--- src/rtl/tlb_pkg.sv ---
// Shared constants and types for the context-tagged translation cache.
// Assumes a 64-bit table-base register whose low bits carry the context.
package tlb_pkg;
    localparam int CTX_W     = 12;          // context tag width
    localparam int CR_W      = 64;          // table-base register width
    localparam int DROP_BIT  = CR_W - 1;    // drop-context command bit
    localparam int BASE_LO   = CTX_W;       // lowest base bit
    localparam int BASE_HI   = CR_W - 2;    // highest base bit
    localparam int BASE_W    = BASE_HI - BASE_LO + 1;

    // Effect of a table-base write on stored entries
    typedef enum logic [1:0] {
        CR_KEEP      = 2'd0,
        CR_DROP_ALL  = 2'd1,
        CR_DROP_CTX  = 2'd2
    } cr_act_e;
endpackage

--- src/rtl/tlb_ctx_ctl.sv ---
// Table-base register and active context.
// Decodes each write into an action on the entries (combinational, same
// cycle as the write) and registers the new context and base.
// Assumes tag_en is meaningful only while cr_wr is high.
module tlb_ctx_ctl
    import tlb_pkg::*;
(
    input  logic              clk,
    input  logic              rst_n,
    input  logic              cr_wr,
    input  logic [CR_W-1:0]   cr_data,
    input  logic              tag_en,
    output cr_act_e           act,
    output logic [CTX_W-1:0]  new_ctx,
    output logic [CTX_W-1:0]  cur_ctx,
    output logic [BASE_W-1:0] tbl_base
);
    // Decide what a write does to stored entries
    always_comb begin
        new_ctx = cr_data[CTX_W-1:0];
        if (!cr_wr)
            act = CR_KEEP;
        else if (!tag_en)
            act = CR_DROP_ALL;
        else if (cr_data[DROP_BIT])
            act = CR_DROP_CTX;
        else
            act = CR_KEEP;
    end

    // Hold the active context and table base
    always_ff @(posedge clk) begin
        if (!rst_n) begin
            cur_ctx  <= '0;
            tbl_base <= '0;
        end else if (cr_wr) begin
            cur_ctx  <= cr_data[CTX_W-1:0];
            tbl_base <= cr_data[BASE_HI:BASE_LO];
        end
    end


    ctx_load_chk: assert property (@(posedge clk) disable iff (!rst_n)
        cr_wr |=> (cur_ctx == $past(cr_data[CTX_W-1:0])));
endmodule

--- src/rtl/tlb_victim_sel.sv ---
// Replacement choice for a fill.
// Picks the lowest invalid entry if there is one, otherwise the entry at a
// round-robin pointer, which advances only when a valid entry is replaced.
module tlb_victim_sel #(
    parameter int ENTRIES = 8,
    localparam int IDX_W  = (ENTRIES > 1) ? $clog2(ENTRIES) : 1
) (
    input  logic               clk,
    input  logic               rst_n,
    input  logic [ENTRIES-1:0] valid,
    input  logic               fill_req,
    output logic [IDX_W-1:0]   victim
);
    logic [IDX_W-1:0] rr_ptr;
    logic [IDX_W-1:0] free_idx;
    logic             any_free;

    // Find the lowest-numbered free entry
    always_comb begin
        free_idx = '0;
        for (int i = ENTRIES - 1; i >= 0; i--) begin
            if (!valid[i])
                free_idx = IDX_W'(i);
        end
        any_free = ~&valid;
        victim   = any_free ? free_idx : rr_ptr;
    end

    // Advance the pointer after replacing a valid entry
    always_ff @(posedge clk) begin
        if (!rst_n)
            rr_ptr <= '0;
        else if (fill_req && !any_free)
            rr_ptr <= (rr_ptr == IDX_W'(ENTRIES - 1)) ? '0 : rr_ptr + 1'b1;
    end


    victim_free_chk: assert property (@(posedge clk) disable iff (!rst_n)
        (fill_req && any_free) |-> !valid[victim]);
endmodule

--- src/rtl/tlb_entry_array.sv ---
// Entry storage and match logic.
// Each entry holds valid, global, context tag, virtual and physical page.
// A write to an entry takes priority over any invalidation of it in the
// same cycle. Two context-drop channels may act in one cycle.
// Assumes no two valid entries hold the same page for the same context.
module tlb_entry_array
    import tlb_pkg::*;
#(
    parameter int ENTRIES = 8,
    parameter int VPN_W   = 20,
    parameter int PPN_W   = 20,
    localparam int IDX_W  = (ENTRIES > 1) ? $clog2(ENTRIES) : 1
) (
    input  logic               clk,
    input  logic               rst_n,
    input  logic [VPN_W-1:0]   lk_vpn,
    input  logic [CTX_W-1:0]   cur_ctx,
    input  logic               wr_en,
    input  logic [IDX_W-1:0]   wr_idx,
    input  logic [VPN_W-1:0]   wr_vpn,
    input  logic [PPN_W-1:0]   wr_ppn,
    input  logic               wr_glb,
    input  logic [CTX_W-1:0]   wr_ctx,
    input  logic               drop_all,
    input  logic               drop_a_en,
    input  logic [CTX_W-1:0]   drop_a_ctx,
    input  logic               drop_b_en,
    input  logic [CTX_W-1:0]   drop_b_ctx,
    output logic [ENTRIES-1:0] valid,
    output logic               hit,
    output logic [PPN_W-1:0]   hit_ppn
);
    logic [ENTRIES-1:0] glb;
    logic [CTX_W-1:0]   tag   [ENTRIES];
    logic [VPN_W-1:0]   vpn   [ENTRIES];
    logic [PPN_W-1:0]   ppn   [ENTRIES];
    logic [ENTRIES-1:0] match;

    for (genvar g = 0; g < ENTRIES; g++) begin : g_ent
        logic dropped;

        // Decide whether this entry is invalidated this cycle
        always_comb begin
            dropped = drop_all
                   || (drop_a_en && !glb[g] && tag[g] == drop_a_ctx)
                   || (drop_b_en && !glb[g] && tag[g] == drop_b_ctx);
        end

        // Store a fill or clear the valid bit
        always_ff @(posedge clk) begin
            if (!rst_n) begin
                valid[g] <= 1'b0;
                glb[g]   <= 1'b0;
                tag[g]   <= '0;
                vpn[g]   <= '0;
                ppn[g]   <= '0;
            end else if (wr_en && wr_idx == IDX_W'(g)) begin
                valid[g] <= 1'b1;
                glb[g]   <= wr_glb;
                tag[g]   <= wr_ctx;
                vpn[g]   <= wr_vpn;
                ppn[g]   <= wr_ppn;
            end else if (dropped) begin
                valid[g] <= 1'b0;
            end
        end

        // Compare against the lookup page under the active context
        always_comb begin
            match[g] = valid[g] && vpn[g] == lk_vpn
                    && (glb[g] || tag[g] == cur_ctx);
        end
    end

    // Merge matching entries into one result
    always_comb begin
        hit     = |match;
        hit_ppn = '0;
        for (int i = 0; i < ENTRIES; i++) begin
            if (match[i])
                hit_ppn = hit_ppn | ppn[i];
        end
    end


    drop_all_chk: assert property (@(posedge clk) disable iff (!rst_n)
        (drop_all && !wr_en) |=> (valid == '0));


    fill_lands_chk: assert property (@(posedge clk) disable iff (!rst_n)
        wr_en |=> (valid != '0));
endmodule

--- src/rtl/tlb_ctx_cache.sv ---
// Context-tagged fully associative translation cache (top level).
// Lookups answer one cycle after the request; a fill in the same cycle
// wins and the lookup is dropped. Table-base writes and the invalidate
// port act on stored entries as decoded by the context controller.
module tlb_ctx_cache
    import tlb_pkg::*;
#(
    parameter int ENTRIES = 8,
    parameter int VPN_W   = 20,
    parameter int PPN_W   = 20,
    localparam int IDX_W  = (ENTRIES > 1) ? $clog2(ENTRIES) : 1
) (
    input  logic              clk,
    input  logic              rst_n,
    input  logic              lk_req,
    input  logic [VPN_W-1:0]  lk_vpn,
    input  logic              fill_req,
    input  logic [VPN_W-1:0]  fill_vpn,
    input  logic [PPN_W-1:0]  fill_ppn,
    input  logic              fill_global,
    input  logic              cr_wr,
    input  logic [CR_W-1:0]   cr_data,
    input  logic              tag_en,
    input  logic              inv_req,
    input  logic [CTX_W-1:0]  inv_ctx,
    output logic              rsp_valid,
    output logic              rsp_hit,
    output logic [PPN_W-1:0]  rsp_ppn,
    output logic [CTX_W-1:0]  cur_ctx,
    output logic [BASE_W-1:0] tbl_base
);
    cr_act_e            act;
    logic [CTX_W-1:0]   new_ctx;
    logic [ENTRIES-1:0] valid;
    logic [IDX_W-1:0]   victim;
    logic               hit;
    logic [PPN_W-1:0]   hit_ppn;
    logic               lk_take;

    tlb_ctx_ctl u_ctl (
        .clk      (clk),
        .rst_n    (rst_n),
        .cr_wr    (cr_wr),
        .cr_data  (cr_data),
        .tag_en   (tag_en),
        .act      (act),
        .new_ctx  (new_ctx),
        .cur_ctx  (cur_ctx),
        .tbl_base (tbl_base)
    );

    tlb_victim_sel #(.ENTRIES(ENTRIES)) u_vsel (
        .clk      (clk),
        .rst_n    (rst_n),
        .valid    (valid),
        .fill_req (fill_req),
        .victim   (victim)
    );

    tlb_entry_array #(.ENTRIES(ENTRIES), .VPN_W(VPN_W), .PPN_W(PPN_W)) u_arr (
        .clk        (clk),
        .rst_n      (rst_n),
        .lk_vpn     (lk_vpn),
        .cur_ctx    (cur_ctx),
        .wr_en      (fill_req),
        .wr_idx     (victim),
        .wr_vpn     (fill_vpn),
        .wr_ppn     (fill_ppn),
        .wr_glb     (fill_global),
        .wr_ctx     (cur_ctx),
        .drop_all   (act == CR_DROP_ALL),
        .drop_a_en  (act == CR_DROP_CTX),
        .drop_a_ctx (new_ctx),
        .drop_b_en  (inv_req),
        .drop_b_ctx (inv_ctx),
        .valid      (valid),
        .hit        (hit),
        .hit_ppn    (hit_ppn)
    );

    // A lookup is served only when no fill competes for the cycle
    always_comb lk_take = lk_req && !fill_req;

    // Register the lookup result for the following cycle
    always_ff @(posedge clk) begin
        if (!rst_n) begin
            rsp_valid <= 1'b0;
            rsp_hit   <= 1'b0;
            rsp_ppn   <= '0;
        end else begin
            rsp_valid <= lk_take;
            rsp_hit   <= lk_take && hit;
            rsp_ppn   <= (lk_take && hit) ? hit_ppn : '0;
        end
    end


    rsp_timing_chk: assert property (@(posedge clk) disable iff (!rst_n)
        rsp_valid |-> $past(lk_req && !fill_req));


    keep_entries_chk: assert property (@(posedge clk) disable iff (!rst_n)
        (cr_wr && tag_en && !cr_data[DROP_BIT] && !inv_req && !fill_req)
            |=> $stable(valid));
endmodule

--- config.mk ---
export PLATFORM = sky130hd
export DESIGN_NAME = tlb_ctx_cache
export DESIGN_NICKNAME = d
export VERILOG_FILES = /design/src/rtl/tlb_pkg.sv /design/src/rtl/tlb_ctx_ctl.sv /design/src/rtl/tlb_victim_sel.sv /design/src/rtl/tlb_entry_array.sv /design/src/rtl/tlb_ctx_cache.sv
export SDC_FILE = /design/constraint.sdc
export NUM_CORES = 1
export LEC_CHECK = 0
export ABC_AREA = 1
export BUFFER_PORTS_ARGS = -buffer_cell sky130_fd_sc_hd__buf_2
export CAP_MARGIN = 20
export CORE_UTILIZATION = 35
export CTS_CLUSTER_SIZE = 20
export DETAILED_ROUTE_END_ITERATION = 8
export PLACE_DENSITY = 0.63
export SYNTH_ARGS = -nofsm -noshare
export SYNTH_HDL_FRONTEND = slang
export SYNTH_SLANG_ARGS = --single-unit
--- constraint.sdc ---
create_clock -name clk -period 8.2 [get_ports clk]
set_clock_uncertainty 0.05 [all_clocks]
set_input_delay 0 -clock clk [delete_from_list [all_inputs] [get_ports clk]]
set_output_delay 0 -clock clk [all_outputs]
set_load 0.05 [all_outputs]
Yosys cells after proc, flatten, opt, wreduce, memory -nomap -nowiden. Memories as Yosys holds them, arrays and structs flattened. Index checks and enable logic that the tools add are counted. W data, S select, Z words.

Register bits: 104. RAM bits: 416. Bits of input ports: 144. Output and inout bits: 85. Logic and storage cells: 289. Memories kept: 3.

Memory list: u_arr.ppn (depth 8, bits a word 20, read ports 8, clocked after memory_dff 0, write ports 8, RTL line tlb_entry_array.sv:36) `logic [PPN_W-1:0] ppn [ENTRIES];`; u_arr.vpn (depth 8, bits a word 20, read ports 8, clocked after memory_dff 0, write ports 8, RTL line tlb_entry_array.sv:35) `logic [VPN_W-1:0] vpn [ENTRIES];`; u_arr.tag (depth 8, bits a word 12, read ports 8, clocked after memory_dff 0, write ports 8, RTL line tlb_entry_array.sv:34) `logic [CTX_W-1:0] tag [ENTRIES];`.

$add $sub $neg: 1. Equality and inequality tests: 42. Multiplexer cells: 86. Bitwise logic cells: 31. Reductions and logical operators: 104.

Operator list (count): $mux W20 (24); $eq A12 B12 Y1 (24); $eq A20 B20 Y1 (8); $or A20 B20 Y20 (7); $mux W12 (8); $logic_and A1 B1 Y1 (59); $mux W1 (41); $mux W3 (10); $logic_or A1 B1 Y1 (24); $or A1 B1 Y1 (24); $reduce_bool A2 Y1 (8); $eq A3 B3 Y1 const B (5); $logic_not A1 Y1 (9); $reduce_and A8 Y1 (1); $reduce_or A8 Y1 (1); $eq A3 B2 Y1 const B (2); $mux W2 (3); $add A3 B1 Y3 const B (1); $eq A3 B1 Y1 const B (1); $logic_not A3 Y1 (1); $eq A2 B1 Y1 const B (1); $eq A2 B2 Y1 const B (1); $reduce_and A2 Y1 (1).

Depth between registers and ports, before layout.
Depth after elaboration: 18. Gate-level depth with buffers: 16. Gate-level depth less buffers: 14.

Hierarchy. From an unflattened synthesis, not the netlist that was laid out.

Cell total of the unflattened synthesis: 3162. Area total of the unflattened synthesis: 26849.5 um2.

Modules (own cells, without submodules): tlb_entry_array (times used 1, cells each 2634, area an instance 23179.7 um2, sequential area each 12812.3 um2); tlb_ctx_ctl (times used 1, cells each 415, area an instance 2681.3 um2, sequential area each 1261.2 um2); tlb_ctx_cache (times used 1, cells each 73, area an instance 713.2 um2, sequential area each 440.4 um2); tlb_victim_sel (times used 1, cells each 40, area an instance 275.3 um2, sequential area each 60.1 um2).

Worst setup path before layout. Ideal clock, no wire load.

Path type: register -> register. Start point: register u_arr.valid[0]. End point: memory u_arr.ppn[5][0] (netlist: u_arr.ppn[1][20]), enable pin. Setup time: 0.411 ns. Arrival: 2.341 ns. Required time: 7.739 ns. Setup slack: 5.398 ns. Cell stages (with the launch flop): 9. Path buffers: 0. Period minus slack after synthesis: 2.802 ns. Cells stage by stage: dfxtp_1 -> nand4_1 -> nor2_1 -> inv_2 -> o21ai_4 -> nand2_1 -> nor2_2 -> inv_1 -> nand2_1.

RTL lines: from (decl) (RTL line tlb_entry_array.sv:29) `output logic [ENTRIES-1:0] valid,`; from (signal, indexed assignment) (RTL line tlb_entry_array.sv:52) `valid[g] <= 1'b0;`; from (signal, indexed assignment) (RTL line tlb_entry_array.sv:58) `valid[g] <= 1'b1;`; from (signal, indexed assignment) (RTL line tlb_entry_array.sv:64) `valid[g] <= 1'b0;`; to (decl) (RTL line tlb_entry_array.sv:36).

Worst setup path after layout.
Start point: register u_ctl.cur_ctx[5]. End point: register rsp_ppn[19].

Word-level cells in the longest chain between the ends: 18. Elaborated cells between the ends (all ways): 42. Those cells by class: eq/ne (8); mux (8); bitwise (7); reduce/logical (19).

RTL lines: from (decl) (RTL line tlb_ctx_ctl.sv:15) `output logic [CTX_W-1:0] cur_ctx,`; from (signal assigned) (RTL line tlb_ctx_ctl.sv:37) `cur_ctx <= cr_data[CTX_W-1:0];`; $eq A12 B12 Y1 (RTL line tlb_entry_array.sv:71) `&& (glb[g] || tag[g] == cur_ctx);`; $logic_or A1 B1 Y1 (RTL line tlb_entry_array.sv:71); $logic_and A1 B1 Y1 (RTL line tlb_entry_array.sv:71); $mux W20 (RTL line tlb_entry_array.sv:80) `if (match[i])`; $or A20 B20 Y20 (RTL line tlb_entry_array.sv:81) `hit_ppn = hit_ppn | ppn[i];`; $mux W20 (RTL line tlb_entry_array.sv:80); $or A20 B20 Y20 (RTL line tlb_entry_array.sv:81); $mux W20 (RTL line tlb_entry_array.sv:80); (+2 left out); $or A20 B20 Y20 (RTL line tlb_entry_array.sv:81); $mux W20 (RTL line tlb_entry_array.sv:80); $or A20 B20 Y20 (RTL line tlb_entry_array.sv:81); $mux W20 (RTL line tlb_entry_array.sv:80); $or A20 B20 Y20 (RTL line tlb_entry_array.sv:81); $mux W20 (RTL line tlb_entry_array.sv:80); $or A20 B20 Y20 (RTL line tlb_entry_array.sv:81); $mux W20 (RTL line tlb_entry_array.sv:80); to (signal assigned) (RTL line tlb_ctx_cache.sv:93) `rsp_ppn <= (lk_take && hit) ? hit_ppn : '0;`; to (decl) (RTL line tlb_ctx_cache.sv:28) `output logic [PPN_W-1:0] rsp_ppn,`.

Several ways; a longest one is shown, not always the timed one. A chain may end at the register's enable or synchronous reset.

==> metrics.csv <==
stage;metric;value;unit
setup_path;r2r-end;rsp_ppn[19]$_SDFF_PN0_;
timing;hold_viol;0;
placed_design;hpwl;69220;um
global_routing;grt_max_degree;75;
timing;setup_viol;0;
final_layout;n_fill_cell;7359;
floorplanning;initial_utilization;35.46;%
final_layout;fin_nets;3538;
timing;fin_crit_sh;43.83;%
setup_path;worst_r2r_path_depth;12;
cts;clkSinkCount;520;
synth;synthCells;3114;
route;wl_per_cell;23.18;um
timing;period_minus_slack;3.594;ns
route;drc;0;
final_layout;fin_util;41.90;%
floorplanning;num_rows;100;
synth;syn-cell-area;0.02644;mm^2
cts;clkLatencyLatePin;0.64;ns
setup_path;required;8.68;ns
floorplanning;die_h;276.9;um
setup_path;cp-start-kind;register;
placed_design;place.gp.congestion;1.015;
timing;fmax;0.2782;GHz
synth;synthFlopType;edfxtp_1;
setup_path;cp_data_arrival_time;4.07;ns
synth;ys_seq_elements;520;
status;status;completed;
floorplanning;fp.dieW;276.9;um
cts;htreeDepth;2;
final_layout;antennaDiodeCount;0;
cts;ctsResizeCount;0;
setup_path;rrSetupSlack;4.61;ns
synth;netlist-cell-type-count;37;
floorplanning;die_area;0.07665;mm^2
final_layout;final_common_cell;nor2_1;
global_routing;gr-total-overflow;0;
power_and_ir_drop;p_per_area;205.0;mW/mm^2
synth;ys_warn_count;0;
run;cap_violations;0;
route;vias;23293;
setup_path;crit_path_start;u_ctl.cur_ctx[5]$_SDFFE_PN0P_;
placed_design;dp_cells;4180;
global_routing;grt_usage;26.05;%
route;drt_iter0_markers;2466;
setup_path;path_class;register to register;
cts;clockBufferDepth;3;
global_routing;grt_first_pass_wirelength;148300;um
setup_path;critPathCapture;rsp_ppn[19]$_SDFF_PN0_;
cts;path_clk_slew;0.06;ns
hold_path;hold_class;primary input to register;
setup_path;r2r-start;u_ctl.cur_ctx[5]$_SDFFE_PN0P_;
final_layout;post_route_cells_drive_above_1_share;11.80;%
route;viasPerCell;5.283;
timing;tightest_slew;1.052;ns
floorplanning;num_io_pins;229;
cts;cts_tree;built;
timing;slew_headroom;29.11;%
global_routing;antenna_found_initial;1;
synth;async_reset_ff_share;0;%
synth;avgSynthCellArea;8.491;um^2
synth;synth_nets;3260;
setup_path;worstPathMaxFanout;21;
synth;synth_edf_count;416;
final_layout;final_cells;4409;
power_and_ir_drop;leakagePower;13.28;nW
power_and_ir_drop;peakVddDrop;0.2067;mV
cts;cts_root_buf;clkbuf_16;
setup_path;crit_path_end_kind;register;
final_layout;layout_common_cells;nor2_1 (682), nand2_1 (659), edfxtp_1 (416);
global_routing;grt_pass1_vias;22379;
cts;cts_made_buffers;58;
synth;ys_seq_area_share;55.12;%
timing;final.setup.tns;0;ns
route;first_pass_iters;6;
placed_design;port_buffers;228;
floorplanning;core_area;0.07457;mm^2
route;ant_nets;0;
final_layout;area_growth;18.17;%
route;drt-total-wl;102200;um
timing;drv_slew;0;
timing;rsz0062_at_grt;no;
-- repair_timing --
item | in CTS | in global routing
hold endpoints to repair | 398 | 0
setup endpoints to repair | 0 | 0
hold buffers | 121 | 0
setup buffers | 0 | 0
-- critical path: stages (launching register included) --
cell	delay [ns]
dfxtp_1	0.71
clkinv_1	0.50
nand2_1	0.16
nand4_1	0.10
nor2_1	0.23
nand3_1	0.17
nand2_1	0.64
nand2_1	0.11
nand2_1	0.10
nor2_1	0.04
nand2_1	0.07
nand2_2	0.36
nor2_1	0.23
-- synthesized netlist by cell type, types with 29 or more instances --
cell type	count	area (um^2)
a21oi_1	30	150.1
buf_2	69	345.3
clkbuf_1	46	172.7
dfxtp_1	104	2082
edfxtp_1	416	12490
inv_1	338	1269
nand2_1	667	2504
nand3_1	214	1071
nand4_1	35	219.0
nor2_1	686	2575
nor2_2	29	181.4
o21ai_0	116	580.6
o22ai_1	84	525.5
xnor2_1	96	840.8
-- power breakdown --
part	internal (mW)	leakage (nW)	switching, mW
Combinational	0.214	7.17	0.525
Sequential	2.97	5.19	0.104
Clock	1.45	0.919	1.14
Total	4.63	13.3	1.77
-- metrics by stage --
stage	power (mW)	hold slack [ns]	area (um^2)	worst slack [ns]
floorplan	3.525	0.08495	26440	5.398
global placement	3.806	0.1708	28160	4.775
detailed placement	3.804	0.1769	28160	4.742
CTS	6.412	0.01357	31250	4.680
global route	6.586	0.06189	31250	4.385
finish	6.404	0.06909	31250	4.606
-- logic make-up after synthesis --
family / synth area share, %
xor+xnor: 3.975
simple gates: 25.92
flops: 55.12
fa+ha+maj: 0.09463
compound gates: 6.568
buf+inv: 8.319
-- registers in the layout, indices dropped and copies added (netlist names) --
signal          count
rsp_hit             1
u_vsel.rr_ptr       3
u_arr.vpn         160
u_ctl.cur_ctx      12
u_ctl.tbl_base     51
u_arr.tag          96
u_arr.ppn         160
rsp_valid           1
u_arr.valid         8
u_arr.glb           8
rsp_ppn            20
-- per-layer routing --
layer / global-route usage (%) / wire [um] / vias up
met3: 3.856 / 8380 / 229
li1: - / - / 10706
met5: 0 / 11 / -
met1: 34.31 / 42000 / 11129
met4: 12.24 / 5027 / 2
met2: 42.13 / 46780 / 1227
-- cell type report --
cell class,instances,area (um^2),share of cell area (%)
Clock buffer,71,1594,5.102
Clock inverter,37,275.3,0.8810
Inverter,355,1333,4.265
Multi-Input combinational cell,2083,9717,31.10
Sequential cell,520,14570,46.64
Tap cell,969,1212,3.880
Timing Repair Buffer,374,2540,8.129
-- worst min-delay path by stage --
stage	startpoint	end	slack (ns)	depth (start not counted)
finish	cr_data[8]	u_arr.valid[6]$_SDFFE_PN0P_	0.07	5
global route	cr_data[8]	u_arr.valid[6]$_SDFFE_PN0P_	0.06	5
CTS	cr_data[8]	u_arr.valid[6]$_SDFFE_PN0P_	0.01	5
detailed placement	cr_data[53]	u_ctl.tbl_base[41]$_SDFFE_PN0P_	0.18	3
global placement	cr_data[12]	u_ctl.tbl_base[0]$_SDFFE_PN0P_	0.17	3
floorplan	cr_data[12]	u_ctl.tbl_base[0]$_SDFFE_PN0P_	0.08	2
No activity file was read; power rests on OpenSTA's default activity.
